`src/rtl/tmr_pkg.sv`:
```
package tmr_pkg;
  localparam int ADDR_W = 2;
  localparam logic [ADDR_W-1:0] SEL_COUNT  = 2'd0;
  localparam logic [ADDR_W-1:0] SEL_RELOAD = 2'd1;
  localparam logic [ADDR_W-1:0] SEL_CTRL   = 2'd2;
  localparam logic [ADDR_W-1:0] SEL_FLAGS  = 2'd3;
  localparam int CTL_DIR = 0;
  localparam int CTL_EXT = 1;
  localparam int CTL_IRQ = 2;
  localparam int FLG_OVF = 0;
  localparam int FLG_EXT = 1;

  typedef struct packed {
    logic inc;
    logic dec;
    logic loadReload;
    logic loadOnes;
    logic setOvf;
    logic setExt;
    logic toggleExt;
  } tmrStrobe_t;
endpackage

```
`src/rtl/tmr_ctrl.sv`:
```
module tmr_ctrl
  import tmr_pkg::*;
#(
  parameter int WIDTH = 16,
  parameter int SYNC_STAGES = 2
) (
  input  logic             clk,
  input  logic             rstN,
  input  logic             tickEn,
  input  logic             extIn,
  input  logic             dirMode,
  input  logic             extEn,
  input  logic [WIDTH-1:0] count,
  input  logic [WIDTH-1:0] reload,
  output tmrStrobe_t       strobe
);
  localparam logic [WIDTH-1:0] ALL_ONES = {WIDTH{1'b1}};

  logic [SYNC_STAGES-1:0] syncQ;
  logic extPrev;
  logic extLevel;
  logic extFall;
  logic upStep, downStep, wrapUp, wrapDown, edgeReload;

  always_ff @(posedge clk or negedge rstN) begin
    if (!rstN) begin
      syncQ   <= '0;
      extPrev <= 1'b0;
    end else begin
      syncQ   <= {syncQ[SYNC_STAGES-2:0], extIn};
      extPrev <= syncQ[SYNC_STAGES-1];
    end
  end

  assign extLevel = syncQ[SYNC_STAGES-1];
  assign extFall  = extPrev & ~extLevel;

  always_comb begin
    upStep     = tickEn & (~dirMode | extLevel);
    downStep   = tickEn & dirMode & ~extLevel;
    wrapUp     = upStep & (count == ALL_ONES);
    wrapDown   = downStep & (count == reload);
    edgeReload = ~dirMode & extEn & extFall;
    strobe.loadReload = wrapUp | edgeReload;
    strobe.loadOnes   = wrapDown;
    strobe.inc        = upStep & ~wrapUp;
    strobe.dec        = downStep & ~wrapDown;
    strobe.setOvf     = wrapUp | wrapDown;
    strobe.setExt     = edgeReload;
    strobe.toggleExt  = dirMode & (wrapUp | wrapDown);
  end

  assert_one_reload_R3: assert property (@(posedge clk) disable iff (!rstN)
    edgeReload |=> !edgeReload);
  assert_no_step_R9: assert property (@(posedge clk) disable iff (!rstN)
    !tickEn |-> !(strobe.inc || strobe.dec || strobe.loadOnes || strobe.setOvf));
  assert_one_way_R5: assert property (@(posedge clk) disable iff (!rstN)
    !(upStep && downStep));
endmodule

```
`src/rtl/tmr_datapath.sv`:
```
module tmr_datapath
  import tmr_pkg::*;
#(
  parameter int WIDTH = 16
) (
  input  logic              clk,
  input  logic              rstN,
  input  tmrStrobe_t        strobe,
  input  logic              regWe,
  input  logic [ADDR_W-1:0] regAddr,
  input  logic [WIDTH-1:0]  regWdata,
  output logic [WIDTH-1:0]  regRdata,
  output logic [WIDTH-1:0]  count,
  output logic [WIDTH-1:0]  reload,
  output logic              dirMode,
  output logic              extEn,
  output logic              irqEn,
  output logic              ovfFlag,
  output logic              extFlag
);
  localparam logic [WIDTH-1:0] ALL_ONES = {WIDTH{1'b1}};

  logic wrCount, wrReload, wrCtrl, wrFlags;
  logic [WIDTH-1:0] countNext;
  logic ovfNext, extNext;

  assign wrCount  = regWe && (regAddr == SEL_COUNT);
  assign wrReload = regWe && (regAddr == SEL_RELOAD);
  assign wrCtrl   = regWe && (regAddr == SEL_CTRL);
  assign wrFlags  = regWe && (regAddr == SEL_FLAGS);

  always_comb begin
    if (wrCount)                countNext = regWdata;
    else if (strobe.loadReload) countNext = reload;
    else if (strobe.loadOnes)   countNext = ALL_ONES;
    else if (strobe.inc)        countNext = count + 1'b1;
    else if (strobe.dec)        countNext = count - 1'b1;
    else                        countNext = count;

    if (strobe.setOvf)     ovfNext = 1'b1;
    else if (wrFlags)      ovfNext = ovfFlag & regWdata[FLG_OVF];
    else                   ovfNext = ovfFlag;

    if (strobe.toggleExt)  extNext = ~extFlag;
    else if (strobe.setExt) extNext = 1'b1;
    else if (wrFlags)      extNext = extFlag & regWdata[FLG_EXT];
    else                   extNext = extFlag;
  end

  always_ff @(posedge clk or negedge rstN) begin
    if (!rstN) begin
      count   <= '0;
      reload  <= '0;
      dirMode <= 1'b0;
      extEn   <= 1'b0;
      irqEn   <= 1'b0;
      ovfFlag <= 1'b0;
      extFlag <= 1'b0;
    end else begin
      count   <= countNext;
      ovfFlag <= ovfNext;
      extFlag <= extNext;
      if (wrReload) reload <= regWdata;
      if (wrCtrl) begin
        dirMode <= regWdata[CTL_DIR];
        extEn   <= regWdata[CTL_EXT];
        irqEn   <= regWdata[CTL_IRQ];
      end
    end
  end

  always_comb begin
    regRdata = '0;
    unique case (regAddr)
      SEL_COUNT:  regRdata = count;
      SEL_RELOAD: regRdata = reload;
      SEL_CTRL: begin
        regRdata[CTL_DIR] = dirMode;
        regRdata[CTL_EXT] = extEn;
        regRdata[CTL_IRQ] = irqEn;
      end
      default: begin
        regRdata[FLG_OVF] = ovfFlag;
        regRdata[FLG_EXT] = extFlag;
      end
    endcase
  end

  assert_wrap_up_R2: assert property (@(posedge clk) disable iff (!rstN)
    (strobe.loadReload && !wrCount && !wrReload) |=> count == $past(reload));
  assert_underflow_R5: assert property (@(posedge clk) disable iff (!rstN)
    (strobe.loadOnes && !wrCount) |=> count == ALL_ONES);
  assert_flag_set_R8: assert property (@(posedge clk) disable iff (!rstN)
    strobe.setOvf |=> ovfFlag);
  assert_ext_toggle_R6: assert property (@(posedge clk) disable iff (!rstN)
    strobe.toggleExt |=> extFlag != $past(extFlag));
  assert_count_write_R10: assert property (@(posedge clk) disable iff (!rstN)
    wrCount |=> count == $past(regWdata));
endmodule

```
`src/rtl/updown_reload_timer.sv`:
```
module updown_reload_timer
  import tmr_pkg::*;
#(
  parameter int WIDTH = 16,
  parameter int SYNC_STAGES = 2
) (
  input  logic              clk,
  input  logic              rstN,
  input  logic              tickEn,
  input  logic              extIn,
  input  logic              regWe,
  input  logic [ADDR_W-1:0] regAddr,
  input  logic [WIDTH-1:0]  regWdata,
  output logic [WIDTH-1:0]  regRdata,
  output logic              irq
);
  tmrStrobe_t strobe;
  logic [WIDTH-1:0] count, reload;
  logic dirMode, extEn, irqEn, ovfFlag, extFlag;

  tmr_ctrl #(.WIDTH(WIDTH), .SYNC_STAGES(SYNC_STAGES)) i_ctrl (
    .clk(clk), .rstN(rstN), .tickEn(tickEn), .extIn(extIn),
    .dirMode(dirMode), .extEn(extEn), .count(count), .reload(reload),
    .strobe(strobe)
  );

  tmr_datapath #(.WIDTH(WIDTH)) i_datapath (
    .clk(clk), .rstN(rstN), .strobe(strobe), .regWe(regWe),
    .regAddr(regAddr), .regWdata(regWdata), .regRdata(regRdata),
    .count(count), .reload(reload), .dirMode(dirMode), .extEn(extEn),
    .irqEn(irqEn), .ovfFlag(ovfFlag), .extFlag(extFlag)
  );

  assign irq = irqEn & (ovfFlag | (~dirMode & extFlag));

  assert_irq_dir_R6: assert property (@(posedge clk) disable iff (!rstN)
    (dirMode && !ovfFlag) |-> !irq);
endmodule

```
`config.mk`:
```
export PLATFORM = sky130hd
export DESIGN_NAME = updown_reload_timer
export DESIGN_NICKNAME = d
export VERILOG_FILES = /design/src/rtl/tmr_pkg.sv /design/src/rtl/tmr_ctrl.sv /design/src/rtl/tmr_datapath.sv /design/src/rtl/updown_reload_timer.sv
export SDC_FILE = /design/constraint.sdc
export NUM_CORES = 1
export LEC_CHECK = 0
export BUFFER_PORTS_ARGS = -buffer_cell sky130_fd_sc_hd__buf_4
export CORE_MARGIN = 5
export CORE_UTILIZATION = 60
export CTS_CLUSTER_DIAMETER = 100
export DETAILED_ROUTE_END_ITERATION = 6
export GPL_TIMING_DRIVEN = 0
export PLACE_DENSITY = 0.82
export REMOVE_ABC_BUFFERS = 1
export SLEW_MARGIN = 20
export SYNTH_ARGS = -nofsm -noshare
export SYNTH_HDL_FRONTEND = slang
export SYNTH_HIERARCHICAL = 1
export SYNTH_SLANG_ARGS = --single-unit
export TNS_END_PERCENT = 100
```
`constraint.sdc`:
```
create_clock -name clk -period 10.1 [get_ports clk]
set_clock_uncertainty 0.2 [all_clocks]
set_input_delay 0.505 -clock clk [delete_from_list [all_inputs] [get_ports clk]]
set_output_delay 0.505 -clock clk [all_outputs]
set_load 0.03 [all_outputs]
```
After elaboration in Yosys (flattened, before gate mapping)
Cells that the tools add are included.
- output and inout port bits: 17
- bits in registers: 40
- reductions and logical operators: 8
- $add $sub $neg: 2
- bitwise gates (word level): 24
- equal/unequal tests: 5
- muxes and demuxes: 13
- operators by type and width (cell ; count):
    two-way mux 16 bit ; 5
    case mux 13 bit (2 select lines) ; 1
    adder 16 x 1 -> 16 bit (second input constant) ; 1
    equality test 16 bit ; 1
    equality test 16 bit (second input constant) ; 1
    subtractor 16 x 1 -> 16 bit (second input constant) ; 1
    AND 1 bit ; 15
    case mux 2 bit (3 select lines) ; 1
    two-way mux 1 bit ; 5
    inverter 1 bit ; 5
    nonzero test 5 bit ; 1
    equality test 2 bit (second input constant) ; 2
    logical AND 1 bit ; 4
    bitwise OR 1 bit ; 4
    case mux 1 bit (3 select lines) ; 1
    nonzero test 3 bit ; 1
    equality test 2 x 1 -> 1 bit (second input constant) ; 1
    zero test 2 bit ; 1
    nonzero test 2 bit ; 1

Logic depth before layout (Yosys ltp)
Gate-level depths: netlist of run 1.
- depth in word-level cells: 10
- depth in mapped cells: 13
- gate-level depth less buffers: 11

By module
The synthesis of run 1 kept the hierarchy.
- modules (own cells, without submodules) (module ; area each (sq um) ; sequential area each (sq um) ; cells an instance ; instances):
    tmr_datapath ; 2697.6 ; 925.9 ; 290 ; 1
    tmr_ctrl ; 371.6 ; 75.1 ; 42 ; 1
    updown_reload_timer ; 21.3 ; 0.0 ; 2 ; 1

Least setup slack after synthesis of run 1
No wires, ideal clock.
- kind: reg2reg
- from: reg i_datapath.count[12]
- to: reg i_datapath.count[7]
- slack: 6.804 ns
- clock period less this slack: 3.296 ns
- data required time: 9.834 ns
- data arrival time: 3.030 ns
- buffers on the path: 0
- cell stages (with the launch flop): 12
- cell sequence: dfrtp_1 nand4_1 nor4_1 nor2_1 inv_1 ha_1 a21o_1 a31o_1 o32ai_2 xor2_1 a2111oi_1 a221o_1
- RTL lines (what ; line ; RTL):
    start, declared ; tmr_datapath.sv:13 ; output logic [WIDTH-1:0] count,
    start signal, assigned ; tmr_datapath.sv:60 ; count <= countNext;

==> report_table.html, run 1 <==
<table>
<tr><th>Metric</th><th>Value</th></tr>
<tr><th colspan="2">Floorplan</th></tr>
<tr><td>Vertical die dimension</td><td>81.8 um</td></tr>
<tr><td>Total die area</td><td>6690 um2</td></tr>
<tr><td>Initial Util</td><td>61.3%</td></tr>
<tr><td>Area of the core</td><td>5040 um2</td></tr>
<tr><td>Num rows</td><td>26</td></tr>
<tr><td>Ports placed on the boundary</td><td>40</td></tr>
<tr><td>Die Span X</td><td>slightly above 80 um</td></tr>
<tr><th colspan="2">Setup path</th></tr>
<tr><td>Start-to-end type of the worst setup path</td><td>reg2reg</td></tr>
<tr><td>Critical Path Start Type</td><td>flop</td></tr>
<tr><td>Worst reg-to-reg path cell count</td><td>11</td></tr>
<tr><td>Category of the worst setup path capture point</td><td>flop</td></tr>
<tr><td>Data arrival at the endpoint of the critical path</td><td>just under 4 ns</td></tr>
<tr><td>Endpoint of the worst register-to-register path</td><td>i_datapath/count[7]</td></tr>
<tr><td>Maximum net fanout on the critical path</td><td>15</td></tr>
<tr><td>Worst setup path start</td><td>i_datapath/count[12]</td></tr>
<tr><td>CP Capture Point</td><td>i_datapath/count[7]</td></tr>
<tr><td>Origin of the critical flop-to-flop path</td><td>i_datapath/count[12]</td></tr>
<tr><td>Worst reg2reg setup slack</td><td>6.22 ns</td></tr>
<tr><td>Required time reported for the critical path endpoint</td><td>10.14 ns</td></tr>
<tr><th colspan="2">Clocking</th></tr>
<tr><td>H-Tree Level Count</td><td>2</td></tr>
<tr><td># hold bufs at CTS</td><td>0</td></tr>
<tr><td>CTS tree</td><td>done</td></tr>
<tr><td>CTS buffer count</td><td>5</td></tr>
<tr><td>Number of cells upsized or downsized after cts</td><td>0</td></tr>
<tr><td>Number of buffers on the longest clock path</td><td>2</td></tr>
<tr><td>Clock transition time at the flip-flop clock pins of the worst setup and hold paths</td><td>0.08 ns</td></tr>
<tr><td>Latest clock arrival within the worst-skew pair</td><td>0.29 ns</td></tr>
<tr><td>Root buffer selected by CTS</td><td>sky130_fd_sc_hd__clkbuf_8</td></tr>
<tr><td>Post-CTS setup buffer count</td><td>0</td></tr>
<tr><td># clock sinks</td><td>40</td></tr>
<tr><th colspan="2">Logic synthesis</th></tr>
<tr><td>Post-synthesis sequential area ratio</td><td>32.4%</td></tr>
<tr><td>Count of cell types in the netlist</td><td>60</td></tr>
<tr><td>Number of enable-type register cells in the synthesized netlist</td><td>0</td></tr>
<tr><td>Mapped cell area</td><td>3090 um2</td></tr>
<tr><td>Top cell type's share of synthesized area</td><td>32.4%</td></tr>
<tr><td>Asr flop ratio synth</td><td>100%</td></tr>
<tr><td>Number of warnings reported in the yosys synthesis log</td><td>6</td></tr>
<tr><td>Largest cells by area after synthesis</td><td>sky130_fd_sc_hd__dfrtp_1, sky130_fd_sc_hd__mux2_2, sky130_fd_sc_hd__xnor2_1</td></tr>
<tr><td>Post-synthesis area per instance</td><td>9.25 um2</td></tr>
<tr><td>Cell type with the highest aggregate area in the netlist</td><td>sky130_fd_sc_hd__dfrtp_1</td></tr>
<tr><td>Prevailing post-synth register cell</td><td>sky130_fd_sc_hd__dfrtp_1</td></tr>
<tr><td>Gate count after technology mapping</td><td>334</td></tr>
<tr><td>Number of synthesized register bits</td><td>40</td></tr>
<tr><th colspan="2">Drt</th></tr>
<tr><td>Final routed DRC violation total</td><td>0</td></tr>
<tr><td>Vias</td><td>roughly 2800</td></tr>
<tr><td>Per-cell via count in the routed design</td><td>6.39</td></tr>
<tr><td>Count of nets left with antenna violations after detail routing</td><td>0</td></tr>
<tr><td>Total Wirelength</td><td>a little over 8000 um</td></tr>
<tr><td>Number of iterations in the first detailed-routing pass</td><td>6</td></tr>
<tr><td>Routed WL per cell</td><td>around 19 um</td></tr>
<tr><td>DRC marker count from the first detailed-route iteration</td><td>236</td></tr>
<tr><th colspan="2">STA</th></tr>
<tr><td>Unrepaired setup endpoints after global routing</td><td>false</td></tr>
<tr><td>Final worst path period need</td><td>3.88 ns</td></tr>
<tr><td>Max Clk Rate</td><td>~260 MHz</td></tr>
<tr><td>Worst Hold Margin</td><td>-0.0171 ns</td></tr>
<tr><td>Ratio of final minimum period to clock period</td><td>around two fifths</td></tr>
<tr><td>Actual transition at the worst max-transition pin</td><td>1.01 ns</td></tr>
<tr><td>Max_slew headroom</td><td>32.1%</td></tr>
<tr><td>Slew Limit Fails</td><td>0</td></tr>
<tr><td>Final count of hold timing violations</td><td>20</td></tr>
<tr><td>Total setup violations reported at the end of the flow</td><td>0</td></tr>
<tr><td>Accumulated negative setup slack</td><td>0 ns</td></tr>
<tr><th colspan="2">Outcome</th></tr>
<tr><td>Failing checks</td><td>hold timing</td></tr>
<tr><td>Result of the run</td><td>finished with violations</td></tr>
<tr><th colspan="2">Global route</th></tr>
<tr><td>Aggregate global-route resource usage</td><td>25.7%</td></tr>
<tr><td>First-pass GRT wire length</td><td>13100 um</td></tr>
<tr><td>Antenna violations before repair</td><td>0</td></tr>
<tr><td>Congestion Overflow GR</td><td>0</td></tr>
<tr><td>Number of global-route vias before repair</td><td>2733</td></tr>
<tr><td>Pin count of the biggest net entering global routing</td><td>41</td></tr>
<tr><th colspan="2">Cells and area</th></tr>
<tr><td>Highest-count cells in the layout ignoring fill and taps</td><td>sky130_fd_sc_hd__dfrtp_1, sky130_fd_sc_hd__buf_4, sky130_fd_sc_hd__nor2_1</td></tr>
<tr><td>Fraction of final layout cells sized beyond drive strength 1</td><td>21.4%</td></tr>
<tr><td>Antenna diode count</td><td>0</td></tr>
<tr><td>Post-Route Utilization</td><td>69.8%</td></tr>
<tr><td>Fin cells</td><td>434</td></tr>
<tr><td>Growth of design area from synthesis to finish</td><td>13.8%</td></tr>
<tr><td>Net count reported at finish</td><td>around 400</td></tr>
<tr><th colspan="2">Placement</th></tr>
<tr><td>Placed wire-length estimate after detailed placement</td><td>5810 um</td></tr>
<tr><td>GPL Wtd Cong</td><td>0.895</td></tr>
<tr><td>Placed instance count</td><td>426</td></tr>
<tr><td>Port Buffer Count</td><td>39</td></tr>
<tr><th colspan="2">Power and ir drop</th></tr>
<tr><td>Cell leakage power</td><td>between 1.5 and 2 nW</td></tr>
<tr><td>Ratio of total power to cell area</td><td>276 nW/um2</td></tr>
<tr><td>Worst ir drop on vdd</td><td>0.137 mV</td></tr>
<tr><th colspan="2">Worst hold path</th></tr>
<tr><td>Kind of path behind the tightest hold check</td><td>in2async</td></tr>
<tr><th colspan="2">Flow run</th></tr>
<tr><td>MaxCap Viol Count</td><td>0</td></tr>
</table>
[synth_stat cells (7+ instances only)]
master and instances:
sky130_fd_sc_hd__dfrtp_1 40, sky130_fd_sc_hd__nor2_1 35, sky130_fd_sc_hd__a21oi_1 27, sky130_fd_sc_hd__xnor2_1 22, sky130_fd_sc_hd__mux2_2 20, sky130_fd_sc_hd__ha_1 14, sky130_fd_sc_hd__mux2i_1 14, sky130_fd_sc_hd__nand2_1 14
sky130_fd_sc_hd__o21ai_0 12, sky130_fd_sc_hd__inv_1 9, sky130_fd_sc_hd__nand3_1 9, sky130_fd_sc_hd__nand4_1 9, sky130_fd_sc_hd__clkbuf_1 7, sky130_fd_sc_hd__o22ai_1 7
[sequential cells by signal (all words and copies together) (netlist names)]
signal / count
i_ctrl/extPrev: 1
i_ctrl/syncQ: 2
i_datapath/count: 16
i_datapath/dirMode: 1
i_datapath/extEn: 1
i_datapath/extFlag: 1
i_datapath/irqEn: 1
i_datapath/ovfFlag: 1
i_datapath/reload: 16
[cells by family after synthesis]
logic type / count (synthesis) / share of synthesized area [%]
multiplexers: 36 / 13.3
XOR/XNOR: 28 / 7.94
adder cells (fa/ha/maj): 15 / 6.32
AO/OA/AOI/OAI: 89 / 19.2
buffers and inverters: 28 / 4.01
AND/OR/NAND/NOR: 98 / 16.9
flip-flops: 40 / 32.4
[routing by layer]
| layer | global-route usage (%) | routed length, um | vias to the layer above |
|---|---|---|---|
| li1 | - | - | 1294 |
| met1 | 32.5 | 3420 | 1335 |
| met2 | 43.8 | 3970 | 113 |
| met3 | 5.15 | 542 | 32 |
| met4 | 8.64 | 201 | 0 |
| met5 | 0 | 0 | - |
[critical path: stages (launching register included)]
cell	delay, ns
sky130_fd_sc_hd__dfrtp_1	0.47
sky130_fd_sc_hd__nand4_1	0.17
sky130_fd_sc_hd__nor4_1	0.40
sky130_fd_sc_hd__nor2_1	0.22
sky130_fd_sc_hd__inv_1	0.46
sky130_fd_sc_hd__ha_1	0.39
sky130_fd_sc_hd__a21o_1	0.19
sky130_fd_sc_hd__a31o_1	0.22
sky130_fd_sc_hd__o32ai_2	0.39
sky130_fd_sc_hd__xor2_1	0.13
sky130_fd_sc_hd__a2111oi_1	0.41
sky130_fd_sc_hd__a221o_1	0.16
[worst min-delay path by stage]
stage / end / slack, ns / depth (start not counted)
floorplan: i_ctrl/extPrev / 0.009 / 0
global placement: i_ctrl/syncQ[1] / 0.13 / 0
detailed placement: i_ctrl/syncQ[1] / 0.14 / 0
CTS: i_datapath/count[3] / 0.001 / 1
global route: i_datapath/reload[11] / 0.02 / 1
finish: i_datapath/reload[11] / -0.02 / 1
[area by class of cell]
class	instances	area [um2]
timing repair buffer	40	300
fill	432	1520
clock buffer	6	82.6
tap	70	87.6
inverter	10	37.5
sequential	40	1000
clock inverter	2	38.8
multi-input combinational	266	1970
[power breakdown]
group | total, mW | switching (mW) | internal [mW] | leakage, nW
Clock | 0.141 | 0.0602 | 0.0809 | 0.0614
Combinational | 0.540 | 0.293 | 0.246 | 0.990
Sequential | 0.289 | 0.0799 | 0.209 | 0.473
Total | 0.970 | 0.433 | 0.536 | 1.52
[per-stage QoR]
step | power (mW) | instance area, um2 | setup WS, ns | hold slack (ns)
final | 0.970 | 3520 | 6.22 | -0.0171
after detailed placement | 0.818 | 3400 | 6.29 | 0.139
after floorplan | 0.676 | 3000 | 6.80 | 0.00941
after global placement | 0.809 | 3380 | 6.08 | 0.133
after CTS | 0.965 | 3520 | 6.26 | 0.00115
after global routing | 1.04 | 3520 | 5.98 | 0.0165
No activity file was read; power rests on OpenSTA's default activity.
==> run 2: changes to the inputs <==
CORE_UTILIZATION = 59   (was 60)
PLACE_DENSITY = 0.81   (was 0.82)
clock period = 3.7 ns   (was 10.1 ns; I/O delays follow)
==> run 2 against run 1 <==
Against the previous run: the flow now finishes without violations; setup slack worse by 6.1 ns; flip-flop and latch count stayed put; global-route usage is 0.37 points higher; first-iteration DRC count is 0.85% lower; critical endpoint is now i_datapath/count[12]; highest routed layer unchanged.
==> report_table.html, run 2 (same netlist as run 1, synthesis figures left out) <==
<table>
<tr><th>Metric</th><th>Value</th></tr>
<tr><th colspan="2">Setup path</th></tr>
<tr><td>Start-to-end type of the worst setup path</td><td>reg2reg</td></tr>
<tr><td>Category of the worst setup path capture point</td><td>flop</td></tr>
<tr><td>Worst stage delay on the critical path</td><td>~0.48 ns</td></tr>
<tr><td>Maximum net fanout on the critical path</td><td>15</td></tr>
<tr><td>Required time reported for the critical path endpoint</td><td>3.70 ns</td></tr>
<tr><td>Cell breakdown of the critical path</td><td>nand4_1, nor4_2, nor2_2, inv_4, ha_1, a21o_1, a21oi_1, a21oi_1, o2111ai_1, mux2_2, and3_1</td></tr>
<tr><td>Worst reg-to-reg path cell count</td><td>11</td></tr>
<tr><td>Critical Path Start Type</td><td>flop</td></tr>
<tr><td>Most used cell along the critical path</td><td>sky130_fd_sc_hd__a21oi_1</td></tr>
<tr><td>Data arrival at the endpoint of the critical path</td><td>approximately 3.5 ns</td></tr>
<tr><td>Library cell contributing the largest single delay on the critical path</td><td>sky130_fd_sc_hd__dfrtp_1</td></tr>
<tr><th colspan="2">Cells and area</th></tr>
<tr><td>Growth of design area from synthesis to finish</td><td>20.6%</td></tr>
<tr><td>Antenna diode count</td><td>0</td></tr>
<tr><td>Registers with the most flip-flops</td><td>i_datapath/count (16), i_datapath/reload (16), i_ctrl/syncQ (2)</td></tr>
<tr><td>Net count reported at finish</td><td>about 420</td></tr>
<tr><td>Highest-count cells in the layout ignoring fill and taps</td><td>sky130_fd_sc_hd__dfrtp_1, sky130_fd_sc_hd__buf_4, sky130_fd_sc_hd__nor2_1</td></tr>
<tr><td>Fraction of final layout cells sized beyond drive strength 1</td><td>21.2%</td></tr>
<tr><td>Fin cells</td><td>452</td></tr>
<tr><th colspan="2">Clocking</th></tr>
<tr><td>Number of buffers on the longest clock path</td><td>2</td></tr>
<tr><td>Latest clock arrival within the worst-skew pair</td><td>0.30 ns</td></tr>
<tr><td>Clock transition time at the flip-flop clock pins of the worst setup and hold paths</td><td>approximately 0.08 ns</td></tr>
<tr><td>Post-CTS setup buffer count</td><td>0</td></tr>
<tr><td>CTS tree</td><td>done</td></tr>
<tr><td># clock sinks</td><td>40</td></tr>
<tr><td>Root buffer selected by CTS</td><td>sky130_fd_sc_hd__clkbuf_8</td></tr>
<tr><td>CTS buffer count</td><td>5</td></tr>
<tr><td>H-Tree Level Count</td><td>2</td></tr>
<tr><th colspan="2">Placement</th></tr>
<tr><td>Worst setup slack before clock tree synthesis</td><td>-0.144 ns</td></tr>
<tr><td>Placed instance count</td><td>426</td></tr>
<tr><td>GPL Wtd Cong</td><td>0.911</td></tr>
<tr><td>Placed wire-length estimate after detailed placement</td><td>~6000 um</td></tr>
<tr><td>Port Buffer Count</td><td>39</td></tr>
<tr><th colspan="2">STA</th></tr>
<tr><td>Final count of hold timing violations</td><td>0</td></tr>
<tr><td>Final worst path period need</td><td>3.53 ns</td></tr>
<tr><td>Actual transition at the worst max-transition pin</td><td>0.945 ns</td></tr>
<tr><td>Max Clk Rate</td><td>283 MHz</td></tr>
<tr><td>Max_slew headroom</td><td>36.8%</td></tr>
<tr><td>Worst Hold Margin</td><td>0.0805 ns</td></tr>
<tr><td>Fin worst setup slack</td><td>0.169 ns</td></tr>
<tr><td>Ratio of final minimum period to clock period</td><td>95.4%</td></tr>
<tr><td>Total setup violations reported at the end of the flow</td><td>0</td></tr>
<tr><td>Unrepaired setup endpoints after global routing</td><td>false</td></tr>
<tr><td>Slew Limit Fails</td><td>0</td></tr>
<tr><th colspan="2">Floorplan</th></tr>
<tr><td>Area of the core</td><td>5110 um2</td></tr>
<tr><td>Ports placed on the boundary</td><td>40</td></tr>
<tr><td>Initial Util</td><td>~61%</td></tr>
<tr><td>Vertical die dimension</td><td>82.4 um</td></tr>
<tr><td>Die Span X</td><td>82.4 um</td></tr>
<tr><td>Total die area</td><td>6790 um2</td></tr>
<tr><td>Num rows</td><td>26</td></tr>
<tr><th colspan="2">Power and ir drop</th></tr>
<tr><td>Cell leakage power</td><td>1.60 nW</td></tr>
<tr><td>Worst ir drop on vdd</td><td>0.424 mV</td></tr>
<tr><td>Total Power</td><td>approximately 2.7 mW</td></tr>
<tr><td>Ratio of total power to cell area</td><td>slightly above 700 nW/um2</td></tr>
<tr><th colspan="2">Global route</th></tr>
<tr><td>First-pass GRT wire length</td><td>13300 um</td></tr>
<tr><td>Pin count of the biggest net entering global routing</td><td>41</td></tr>
<tr><td>Aggregate global-route resource usage</td><td>26.1%</td></tr>
<tr><td>Antenna violations before repair</td><td>0</td></tr>
<tr><td>Congestion Overflow GR</td><td>0</td></tr>
<tr><td>Number of global-route vias before repair</td><td>2744</td></tr>
<tr><th colspan="2">Worst hold path</th></tr>
<tr><td>Kind of path behind the tightest hold check</td><td>in2reg</td></tr>
<tr><td>Worst hold path cell count</td><td>4</td></tr>
<tr><th colspan="2">Drt</th></tr>
<tr><td>Per-cell via count in the routed design</td><td>6.26</td></tr>
<tr><td>Routed WL per cell</td><td>about 18 um</td></tr>
<tr><td>Number of iterations in the first detailed-routing pass</td><td>5</td></tr>
<tr><td>Vias</td><td>2829</td></tr>
<tr><td>DRC marker count from the first detailed-route iteration</td><td>234</td></tr>
<tr><td>Count of nets left with antenna violations after detail routing</td><td>0</td></tr>
<tr><td>Total Wirelength</td><td>8280 um</td></tr>
<tr><td>Final routed DRC violation total</td><td>0</td></tr>
<tr><th colspan="2">Flow run</th></tr>
<tr><td>MaxCap Viol Count</td><td>0</td></tr>
<tr><th colspan="2">Outcome</th></tr>
<tr><td>Result of the run</td><td>finished clean</td></tr>
</table>
==> run 2: worst paths after layout <==
path                                 startpoint                    end  slack, ns
min in group asynchronous                  rstN  i_datapath/reload[13]       0.19
hold reg to reg                 i_ctrl/syncQ[0]        i_ctrl/syncQ[1]       0.16
hold / removal                            regWe     i_datapath/ovfFlag       0.08
setup reg to reg           i_datapath/count[12]   i_datapath/count[12]       0.17
max in group asynchronous                  rstN         i_ctrl/extPrev       2.72
setup / recovery           i_datapath/count[12]   i_datapath/count[12]       0.17
==> run 2: final cells by class <==
| class | instances | area, um2 |
|---|---|---|
| clock buffer | 7 | 96.3 |
| clock inverter | 1 | 30.0 |
| fill | 392 | 1380 |
| inverter | 10 | 40.0 |
| multi-input combinational | 266 | 1990 |
| sequential | 40 | 1000 |
| tap | 70 | 87.6 |
| timing repair buffer | 58 | 480 |
==> run 2: layer usage <==
layer	vias up	global-route usage, %	routed length, um
li1	1342	-	-
met1	1380	33.8	3630
met2	93	43.9	4060
met3	14	4.99	432
met4	0	7.81	153
met5	-	0	0
==> run 2: stage by stage <==
step / util (%) / instance area [um2] / TNS, ns
after floorplan: - / 3000 / 0
after global placement: 66.3 / 3380 / -0.459
after detailed placement: 66.5 / 3400 / -0.368
after CTS: 72.5 / 3700 / 0
after global routing: 73.0 / 3730 / 0
final: 73.0 / 3730 / 0
==> run 2: timing repair <==
| item | CTS | global route |
|---|---|---|
| pin swaps | 0 | 0 |
| gates resized for setup | 1 | 4 |
| cloned | 0 | 0 |
| hold endpoints to repair | 73 | 0 |
| endpoints found under the setup margin | 6 | 6 |
| hold buffers | 18 | 0 |
==> run 2: where the power goes <==
part | leakage, nW | switching, mW | internal [mW]
logic | 1.07 | 0.807 | 0.697
registers | 0.473 | 0.213 | 0.571
clock network | 0.0645 | 0.158 | 0.238
==> run 2: worst max-delay path: cells and delay by family, from the launching register on <==
| kind | cells | cell delay, ns |
|---|---|---|
| and+or+nand+nor | 4 | 0.88 |
| muxes | 1 | 0.38 |
| buffers and inverters | 1 | 0.20 |
| AOI/OAI and AO/OA | 4 | 0.95 |
| adders and majority gates | 1 | 0.33 |
| DFF | 1 | 0.48 |
